## src/rtl/wpg_pkg.sv

```systemverilog
package wpg_pkg;
  typedef enum logic [1:0] {
    MODE_OPEN = 2'd0,
    MODE_SOFT = 2'd1,
    MODE_HARD = 2'd2
  } prot_mode_e;

  localparam int unsigned SB_LOCK    = 7;
  localparam int unsigned SB_SIZE_HI = 3;
  localparam int unsigned SB_SIZE_LO = 2;
  localparam int unsigned SB_LATCH   = 1;
  localparam int unsigned SB_BUSY    = 0;

  function automatic prot_mode_e mode_of(logic lock, logic [1:0] size, logic pin_high);
    if (lock && !pin_high) return MODE_HARD;
    if (lock || (size != 2'b00)) return MODE_SOFT;
    return MODE_OPEN;
  endfunction
endpackage

```

## src/rtl/wpg_region_decode.sv

```systemverilog
module wpg_region_decode #(
  parameter int unsigned ADDR_W = 13
) (
  input  logic [1:0]        size_i,
  input  logic [ADDR_W-1:0] addr_i,
  output logic              protected_o
);
  localparam int unsigned TOP = ADDR_W - 1;

  always_comb begin
    unique case (size_i)
      2'b00:   protected_o = 1'b0;
      2'b01:   protected_o = addr_i[TOP] & addr_i[TOP-1];
      2'b10:   protected_o = addr_i[TOP];
      default: protected_o = 1'b1;
    endcase
  end
endmodule

```

## src/rtl/wpg_status_store.sv

```systemverilog
module wpg_status_store (
  input  logic       clk,
  input  logic       rst,
  input  logic       wr_en_i,
  input  logic       wr_lock_i,
  input  logic [1:0] wr_size_i,
  input  logic       busy_i,
  output logic       lock_q,
  output logic [1:0] size_q,
  output logic       shown_lock_q,
  output logic [1:0] shown_size_q
);
  logic       next_lock;
  logic [1:0] next_size;

  always_comb begin
    next_lock = wr_en_i ? wr_lock_i : lock_q;
    next_size = wr_en_i ? wr_size_i : size_q;
  end

  always_ff @(posedge clk) begin
    if (rst) begin
      lock_q       <= 1'b0;
      size_q       <= 2'b00;
      shown_lock_q <= 1'b0;
      shown_size_q <= 2'b00;
    end else begin
      lock_q <= next_lock;
      size_q <= next_size;
      if (!busy_i) begin
        shown_lock_q <= next_lock;
        shown_size_q <= next_size;
      end
    end
  end

  // nothing stored moves without a write enable
  p_deny_keeps_r10: assert property (@(posedge clk) disable iff (rst)
    !wr_en_i |=> $stable({lock_q, size_q}));

  // displayed bits hold across a busy edge
  p_freeze_shown_r9: assert property (@(posedge clk) disable iff (rst)
    busy_i |=> $stable({shown_lock_q, shown_size_q}));
endmodule

```

## src/rtl/wp_status_guard.sv

```systemverilog
module wp_status_guard
  import wpg_pkg::*;
#(
  parameter int unsigned ADDR_W = 13
) (
  input  logic              clk,
  input  logic              rst,
  input  logic              wp_level_i,
  input  logic              latch_i,
  input  logic              busy_i,
  input  logic              sr_wr_req_i,
  input  logic [7:0]        sr_wr_data_i,
  input  logic              arr_wr_req_i,
  input  logic [ADDR_W-1:0] arr_wr_addr_i,
  output logic [7:0]        status_o,
  output logic              sr_resp_valid_o,
  output logic              sr_grant_o,
  output logic              arr_resp_valid_o,
  output logic              arr_grant_o,
  output logic [1:0]        mode_o
);
  logic       lock_q, shown_lock_q;
  logic [1:0] size_q, shown_size_q;
  logic       addr_protected;
  logic       hard_lock, sr_ok, arr_ok;
  logic       latch_q, busy_q;
  logic       wr_lock;
  logic [1:0] wr_size;
  prot_mode_e mode_q, mode_next;
  logic       unused_data_bits;

  assign wr_lock          = sr_wr_data_i[SB_LOCK];
  assign wr_size          = sr_wr_data_i[SB_SIZE_HI:SB_SIZE_LO];
  assign unused_data_bits = ^{sr_wr_data_i[6:4], sr_wr_data_i[1:0]};

  wpg_region_decode #(.ADDR_W(ADDR_W)) u_region (
    .size_i      (size_q),
    .addr_i      (arr_wr_addr_i),
    .protected_o (addr_protected)
  );

  always_comb begin
    hard_lock = lock_q & ~wp_level_i;
    sr_ok     = sr_wr_req_i & latch_i & ~hard_lock;
    arr_ok    = arr_wr_req_i & latch_i & ~addr_protected;
    mode_next = mode_of(sr_ok ? wr_lock : lock_q,
                        sr_ok ? wr_size : size_q, wp_level_i);
  end

  wpg_status_store u_store (
    .clk          (clk),
    .rst          (rst),
    .wr_en_i      (sr_ok),
    .wr_lock_i    (wr_lock),
    .wr_size_i    (wr_size),
    .busy_i       (busy_i),
    .lock_q       (lock_q),
    .size_q       (size_q),
    .shown_lock_q (shown_lock_q),
    .shown_size_q (shown_size_q)
  );

  always_ff @(posedge clk) begin
    if (rst) begin
      sr_resp_valid_o  <= 1'b0;
      sr_grant_o       <= 1'b0;
      arr_resp_valid_o <= 1'b0;
      arr_grant_o      <= 1'b0;
      latch_q          <= 1'b0;
      busy_q           <= 1'b0;
      mode_q           <= MODE_OPEN;
    end else begin
      sr_resp_valid_o  <= sr_wr_req_i;
      sr_grant_o       <= sr_ok;
      arr_resp_valid_o <= arr_wr_req_i;
      arr_grant_o      <= arr_ok;
      latch_q          <= latch_i;
      busy_q           <= busy_i;
      mode_q           <= mode_next;
    end
  end

  always_comb begin
    status_o             = 8'h00;
    status_o[SB_LOCK]    = shown_lock_q;
    status_o[SB_SIZE_HI] = shown_size_q[1];
    status_o[SB_SIZE_LO] = shown_size_q[0];
    status_o[SB_LATCH]   = latch_q;
    status_o[SB_BUSY]    = busy_q;
  end
  assign mode_o = mode_q;

  // hard mode refuses status writes
  p_hard_denies_r4: assert property (@(posedge clk) disable iff (rst)
    (sr_wr_req_i && lock_q && !wp_level_i) |=> (sr_resp_valid_o && !sr_grant_o));

  // no latch, no status write
  p_sr_needs_latch_r3: assert property (@(posedge clk) disable iff (rst)
    (sr_wr_req_i && !latch_i) |=> !sr_grant_o);

  // no latch, no array write
  p_arr_needs_latch_r7: assert property (@(posedge clk) disable iff (rst)
    (arr_wr_req_i && !latch_i) |=> !arr_grant_o);

  // full protection refuses every address
  p_whole_array_r6: assert property (@(posedge clk) disable iff (rst)
    (arr_wr_req_i && size_q == 2'b11) |=> (arr_resp_valid_o && !arr_grant_o));

  // strobes follow a request and grants ride on strobes
  p_sr_strobe_r11: assert property (@(posedge clk) disable iff (rst)
    sr_resp_valid_o |-> $past(sr_wr_req_i));
  p_grant_on_strobe_r11: assert property (@(posedge clk) disable iff (rst)
    (sr_grant_o |-> sr_resp_valid_o) and (arr_grant_o |-> arr_resp_valid_o));
endmodule

```

## config.mk

```make
export PLATFORM = sky130hd
export DESIGN_NAME = wp_status_guard
export DESIGN_NICKNAME = d
export VERILOG_FILES = /design/src/rtl/wpg_pkg.sv /design/src/rtl/wpg_region_decode.sv /design/src/rtl/wpg_status_store.sv /design/src/rtl/wp_status_guard.sv
export SDC_FILE = /design/constraint.sdc
export NUM_CORES = 1
export LEC_CHECK = 0
export BUFFER_PORTS_ARGS = -buffer_cell sky130_fd_sc_hd__buf_2
export CORE_MARGIN = 2
export CORE_UTILIZATION = 36
export CTS_BUF_LIST = sky130_fd_sc_hd__clkbuf_4 sky130_fd_sc_hd__clkbuf_8
export DETAILED_ROUTE_END_ITERATION = 10
export GPL_TIMING_DRIVEN = 0
export PLACE_DENSITY = 0.84
export SYNTH_ARGS = -nofsm -noshare
export SYNTH_HDL_FRONTEND = slang
export SYNTH_HIERARCHICAL = 1
export SYNTH_SLANG_ARGS = --single-unit
```

## constraint.sdc

```tcl
create_clock -name clk -period 1.3 [get_ports clk]
set_clock_uncertainty 0.2 [all_clocks]
set_input_delay 0.195 -clock clk [delete_from_list [all_inputs] [get_ports clk]]
set_output_delay 0.195 -clock clk [all_outputs]
set_load 0.02 [all_outputs]
```

== Yosys cells after proc, flatten, opt, wreduce, memory -nomap -nowiden ==
Index checks and enable logic that the tools add are counted.

* Register bits after elaboration: 14
* Latch bits: 0
* RAM bits: 0
* ROM bits: 0
* Input port bits: 28
* Output and inout bits: 14
* Word-level logic and storage cells: 37
* Memories kept: 0

* Add/subtract/negate cells: 0
* Multipliers: 0
* Divide/modulo/power cells: 0
* Magnitude comparators: 0
* Equality and inequality tests: 2
* Shifts and indexed selects: 0
* Muxes and demuxes: 10
* Bitwise logic cells: 9
* Reduce and logical (&&, ||, !) cells: 5

{| class="wikitable"
|+ Operators with widths
! cell !! number
|-
| $mux W2 || 5
|-
| $and A1 B1 Y1 || 6
|-
| $mux W1 || 4
|-
| $not A1 Y1 || 3
|-
| $pmux W1 S3 || 1
|-
| $eq A2 B1 Y1 const B || 1
|-
| $eq A2 B2 Y1 const B || 1
|-
| $logic_not A2 Y1 || 1
|-
| $reduce_bool A2 Y1 || 1
|-
| $logic_and A1 B1 Y1 || 1
|-
| $logic_not A1 Y1 || 1
|-
| $logic_or A1 B1 Y1 || 1
|}

== Longest topological paths before layout ==
* Depth in word-level cells: 11
* Gate-level depth with buffers: 4
* Depth with buffers taken out: 4

== Hierarchy ==
The synthesis kept the hierarchy.

{| class="wikitable"
|+ Modules (own cells, without submodules)
! module !! times used !! cells an instance !! area each (um^2) !! sequential area each (um^2)
|-
| wp_status_guard || 1 || 34 || 336.6 || 160.2
|-
| wpg_status_store || 1 || 19 || 206.4 || 120.1
|-
| wpg_region_decode || 1 || 3 || 13.8 || 0.0
|}

== Least setup slack after synthesis ==
No wires, ideal clock.

* Kind: reg2reg
* Start: reg u_store.lock_q
* End: reg u_store.shown_lock_q
* Library setup time: 125 ps
* Arrival time: 1039 ps
* Required time: 975 ps
* Path slack: -65 ps
* Cell stages (with the launch flop): 5
* Path buffers: 0
* Period minus slack after synthesis: 1365 ps
* Cell sequence: dfxtp_1 > nand2b_1 > nor2b_1 > mux2i_1 > a211oi_1

* Cells in the longest elaborated chain, start to end: 4

{| class="wikitable"
|+ RTL lines
! element !! RTL line !! RTL
|-
| start: declaration || wpg_status_store.sv:8 || <nowiki>output logic lock_q,</nowiki>
|-
| start signal: assignment || wpg_status_store.sv:28 || <nowiki>lock_q <= next_lock;</nowiki>
|-
| $and A1 B1 Y1 || wp_status_guard.sv:43 || <nowiki>hard_lock = lock_q & ~wp_level_i;</nowiki>
|-
| $not A1 Y1 || wp_status_guard.sv:44 || <nowiki>sr_ok = sr_wr_req_i & latch_i & ~hard_lock;</nowiki>
|-
| $and A1 B1 Y1 || wp_status_guard.sv:44 ||
|-
| named net sr_ok || wp_status_guard.sv:25 || <nowiki>logic hard_lock, sr_ok, arr_ok;</nowiki>
|-
| $mux W1 || wpg_status_store.sv:17 || <nowiki>next_lock = wr_en_i ? wr_lock_i : lock_q;</nowiki>
|-
| end signal: assignment || wpg_status_store.sv:31 || <nowiki>shown_lock_q <= next_lock;</nowiki>
|-
| end: declaration || wpg_status_store.sv:10 || <nowiki>output logic shown_lock_q,</nowiki>
|}

The timed path passes the listed nets, and every way through them passes these cells.
A chain may end at the register's enable or synchronous reset.

== Worst setup path after layout ==
Same ends and word-level chain as after synthesis.

==> implementation parameters <==
Parameter                              Value

Timing
  Portion of the clock cycle consumed by the worst path in the final layout    1.05
  Sum Neg Setup Slack    -0.150 ns
  RSZ-0062 raised after global routing    true
  Total of endpoints with negative setup slack in the final report    4
  Hold violation count in the final report    1
  Hold slack final    -0.00522 ns
  Achievable Freq    about 730 MHz
  Fin. max-slew vios    0
  Minimum setup slack in the final design    -0.0670 ns
  Post-layout min period    ~1.4 ns

Layout
  Count of inserted antenna diode cells    0
  Net total in the final layout    between 100 and 150
  Syn-to-layout area delta    42.7%
  Fraction of final layout cells sized beyond drive strength 1    0.471
  Post-layout instance area    795 um2
  Post-layout util    0.540

Hold path
  End point of the worst hold path    busy_q$_SDFF_PP0_
  HP Class    in -> reg
  Min-Delay Startpoint    busy_i
  Worst hold path depth    2

Logic synthesis
  Number of instances in the synthesized netlist    56
  Number of warning messages in the yosys log    6
  FF+latch count, synth    14
  Post-synthesis instance area    around 560 um2
  Top cell type's share of synthesized area    0.503
  Post-synthesis cell type with the largest combined area    sky130_fd_sc_hd__dfxtp_1
  Register area share after synthesis    0.503
  Syn_area_per_cell    just under 10 um2
  Largest cells by area after synthesis    sky130_fd_sc_hd__dfxtp_1 50%, sky130_fd_sc_hd__nor2b_1 10%, sky130_fd_sc_hd__buf_4 8.1%
  Number of distinct library cell variants in the gate-level netlist after synthesis    20

Floorplan
  Die Span Y    ~43 um
  Top-level I/O count    42
  Number of rows created at floorplan    14
  Initial Utilization    0.378
  Area of the core    0.00147 mm2
  Die area    between 0.0015 and 0.002 mm2
  X dimension of the die    roughly 43 um

GRT
  Remaining Overflow, GRT    0
  Number of global-route vias before repair    468
  Pin count of the biggest net entering global routing    15
  Overall routing resource usage    0.149
  Wire length of the first global-routing pass    between 2000 and 2500 um
  Antenna violations before repair    0

Place
  Input/output buffers    22
  Final Wtd Congestion    0.690
  Detail Placement HPWL    about 900 um
  Area after detailed placement    roughly 700 um2

Setup path
  Critical path endpoint category    register
  Top fanout value on the critical path    4
  R2r startpoint    u_store/lock_q$_SDFF_PP0_
  Worst flop-to-flop path endpoint    u_store/shown_lock_q$_SDFFE_PP0N_
  Top delay family on crit path    flip-flops
  Reg-to-reg slack, setup    -0.07 ns
  Type of the worst setup path    reg -> reg
  Setup crit start kind    register
  Largest stage delay on the critical path    0.34 ns
  Cells on worst reg2reg path    4
  Cells along the critical path    nand2b_4 -> nor2b_4 -> mux2i_2 -> a211oi_2
  Critical path depth in cells    4
  Required @ worst endpoint    between 1 and 1.5 ns
  Critical path arrival    ~1.3 ns
  Worst path bufs/invs    0
  Critical-path cell with the highest stage delay    sky130_fd_sc_hd__dfxtp_2

Route
  Violation count after the first detailed-route iteration    9
  Vias per cell    4.90
  DRC violation count after routing    0
  Via Count    between 500 and 600
  Per-cell routed wire length    ~13 um
  First-pass iteration count of the detailed router    4
  Detail Route Antenna Nets    0
  WL final    1300 um

Clock network
  Later-pin clock latency in the skew report    between 0.2 and 0.3 ns
  Clock buffer count from CTS    3
  Root buf cell    sky130_fd_sc_hd__clkbuf_4
  H-tree depth    1
  Number of buffers on the longest clock path    2
  Sinks on the clock net    14
  CTS tree    built
  Clock input transition at the sequential cells of the worst setup and hold paths    roughly 0.090 ns

Outcome
  Failing checks    hold timing, setup timing
  Outcome    finished, violations left

Power and ir drop
  Ratio of total power to cell area    between 1000 and 1500 mW/mm2
  Leak    0.000389 uW
  Maximum VDD drop    around 430 uV

Job
  Max_cap viols    0
-- sequential cells by signal, indices dropped and copies added (netlist names) --
register	flops
u_store/size_q	2
sr_grant_o	1
busy_q	1
arr_grant_o	1
mode_o	2
latch_q	1
u_store/lock_q	1
u_store/shown_size_q	2
arr_resp_valid_o	1
u_store/shown_lock_q	1
sr_resp_valid_o	1
-- power breakdown --
part           switching (uW)  leakage, uW  internal [uW]  total (uW)
Combinational            92.1     0.000252           77.6         170
Clock                     137    0.0000210            170         307
Sequential               10.4     0.000116            453         463
Total                     240     0.000389            700         940
-- logic make-up after synthesis --
family / synth area share
compound gates: 0.106
buf+inv: 0.0876
flops: 0.503
mux: 0.0539
other cells: 0.00674
simple gates: 0.243
-- area by class of cell --
cell class / instances / area, um2
inverter: 1 / 3.75
tap: 16 / 20.0
timing repair buffer: 25 / 138
sequential: 14 / 282
clock buffer: 4 / 36.3
buffer: 6 / 45.0
multi-input combinational: 37 / 270
fill: 139 / 677
-- stage by stage --
| step | setup WS (ns) | std cells | power [uW] |
|---|---|---|---|
| floorplan | 0.0247 | 58 | 562 |
| detailed placement | -0.151 | 96 | 618 |
| global route | -0.123 | 103 | 968 |
| finish | -0.0670 | 103 | 940 |
| global placement | -0.0951 | 96 | 614 |
| CTS | -0.0705 | 103 | 935 |
-- layer usage --
metal / vias up / share of wire / global-route usage
met2: 23 / 0.54 / 0.269
met4: 0 / 0.028 / 0.0909
met3: 4 / 0.075 / 0.0340
met1: 230 / 0.36 / 0.153
li1: 248 / - / -
met5: - / 0 / 0
-- placed cells by master, fill, tap and decap left out --
cell                            synthesis  layout
sky130_fd_sc_hd__a211oi_1               3       2
sky130_fd_sc_hd__a311oi_1               1       1
sky130_fd_sc_hd__dfxtp_1               14      13
sky130_fd_sc_hd__and3_4                 1       1
sky130_fd_sc_hd__inv_1                  1       1
sky130_fd_sc_hd__nor2_1                 4       4
sky130_fd_sc_hd__clkbuf_4               0       3
sky130_fd_sc_hd__o21ai_1                1       1
sky130_fd_sc_hd__a21oi_1                1       1
sky130_fd_sc_hd__o32ai_2                0       1
sky130_fd_sc_hd__nor3_1                 1       1
sky130_fd_sc_hd__mux2i_2                0       2
sky130_fd_sc_hd__nor4b_1                1       1
sky130_fd_sc_hd__conb_1                 1       3
sky130_fd_sc_hd__nor2b_4                0       1
sky130_fd_sc_hd__nand3_1                2       2
sky130_fd_sc_hd__buf_2                  0      22
sky130_fd_sc_hd__clkbuf_8               0       1
sky130_fd_sc_hd__nand2b_1               2       1
sky130_fd_sc_hd__dfxtp_2                0       1
sky130_fd_sc_hd__nand2_1                2       2
sky130_fd_sc_hd__a211o_1                1       1
sky130_fd_sc_hd__mux2i_1                3       1
sky130_fd_sc_hd__a211oi_2               0       1
sky130_fd_sc_hd__nand2b_4               0       1
sky130_fd_sc_hd__buf_4                  6       7
sky130_fd_sc_hd__nor2b_1                9       8
sky130_fd_sc_hd__dlygate4sd3_1          0       2
sky130_fd_sc_hd__and3b_1                1       1
-- cells in the mapped netlist, drive strengths merged --
library cell,n
a311oi,1
dfxtp,14
mux2i,3
nand2b,2
a211o,1
o21ai,1
nor2b,9
nand2,2
nor2,4
nor3,1
conb,1
buf,6
nand3,2
a211oi,3
nor4b,1
o32ai,1
and3,1
and3b,1
inv,1
a21oi,1
-- worst max-delay path by stage --
stage	start	end	slack [ns]
floorplan	u_store/lock_q$_SDFF_PP0_	u_store/shown_lock_q$_SDFFE_PP0N_	0.02
finish	u_store/lock_q$_SDFF_PP0_	u_store/shown_lock_q$_SDFFE_PP0N_	-0.07
global route	u_store/lock_q$_SDFF_PP0_	u_store/shown_lock_q$_SDFFE_PP0N_	-0.12
global placement	wp_level_i	u_store/shown_lock_q$_SDFFE_PP0N_	-0.1
detailed placement	wp_level_i	u_store/shown_lock_q$_SDFFE_PP0N_	-0.15
CTS	u_store/lock_q$_SDFF_PP0_	u_store/shown_lock_q$_SDFFE_PP0N_	-0.07
-- timing repair --
action                                  in CTS  in global routing
hold endpoints to repair                     2                  0
setup buffers                                1                  0
cloned                                       0                  0
endpoints found under the setup margin       6                  6
gates resized for setup                      5                  2
pin swaps                                    3                  0
hold buffers                                 2                  0
-- worst reg2reg max path, delay by kind of cell, from the launching register on --
kind	cells	cell delay, ns
flops	1	0.34
mux	1	0.30
simple gates	2	0.29
compound gates	1	0.11
Note: power is estimated with default switching activity, not from simulation.
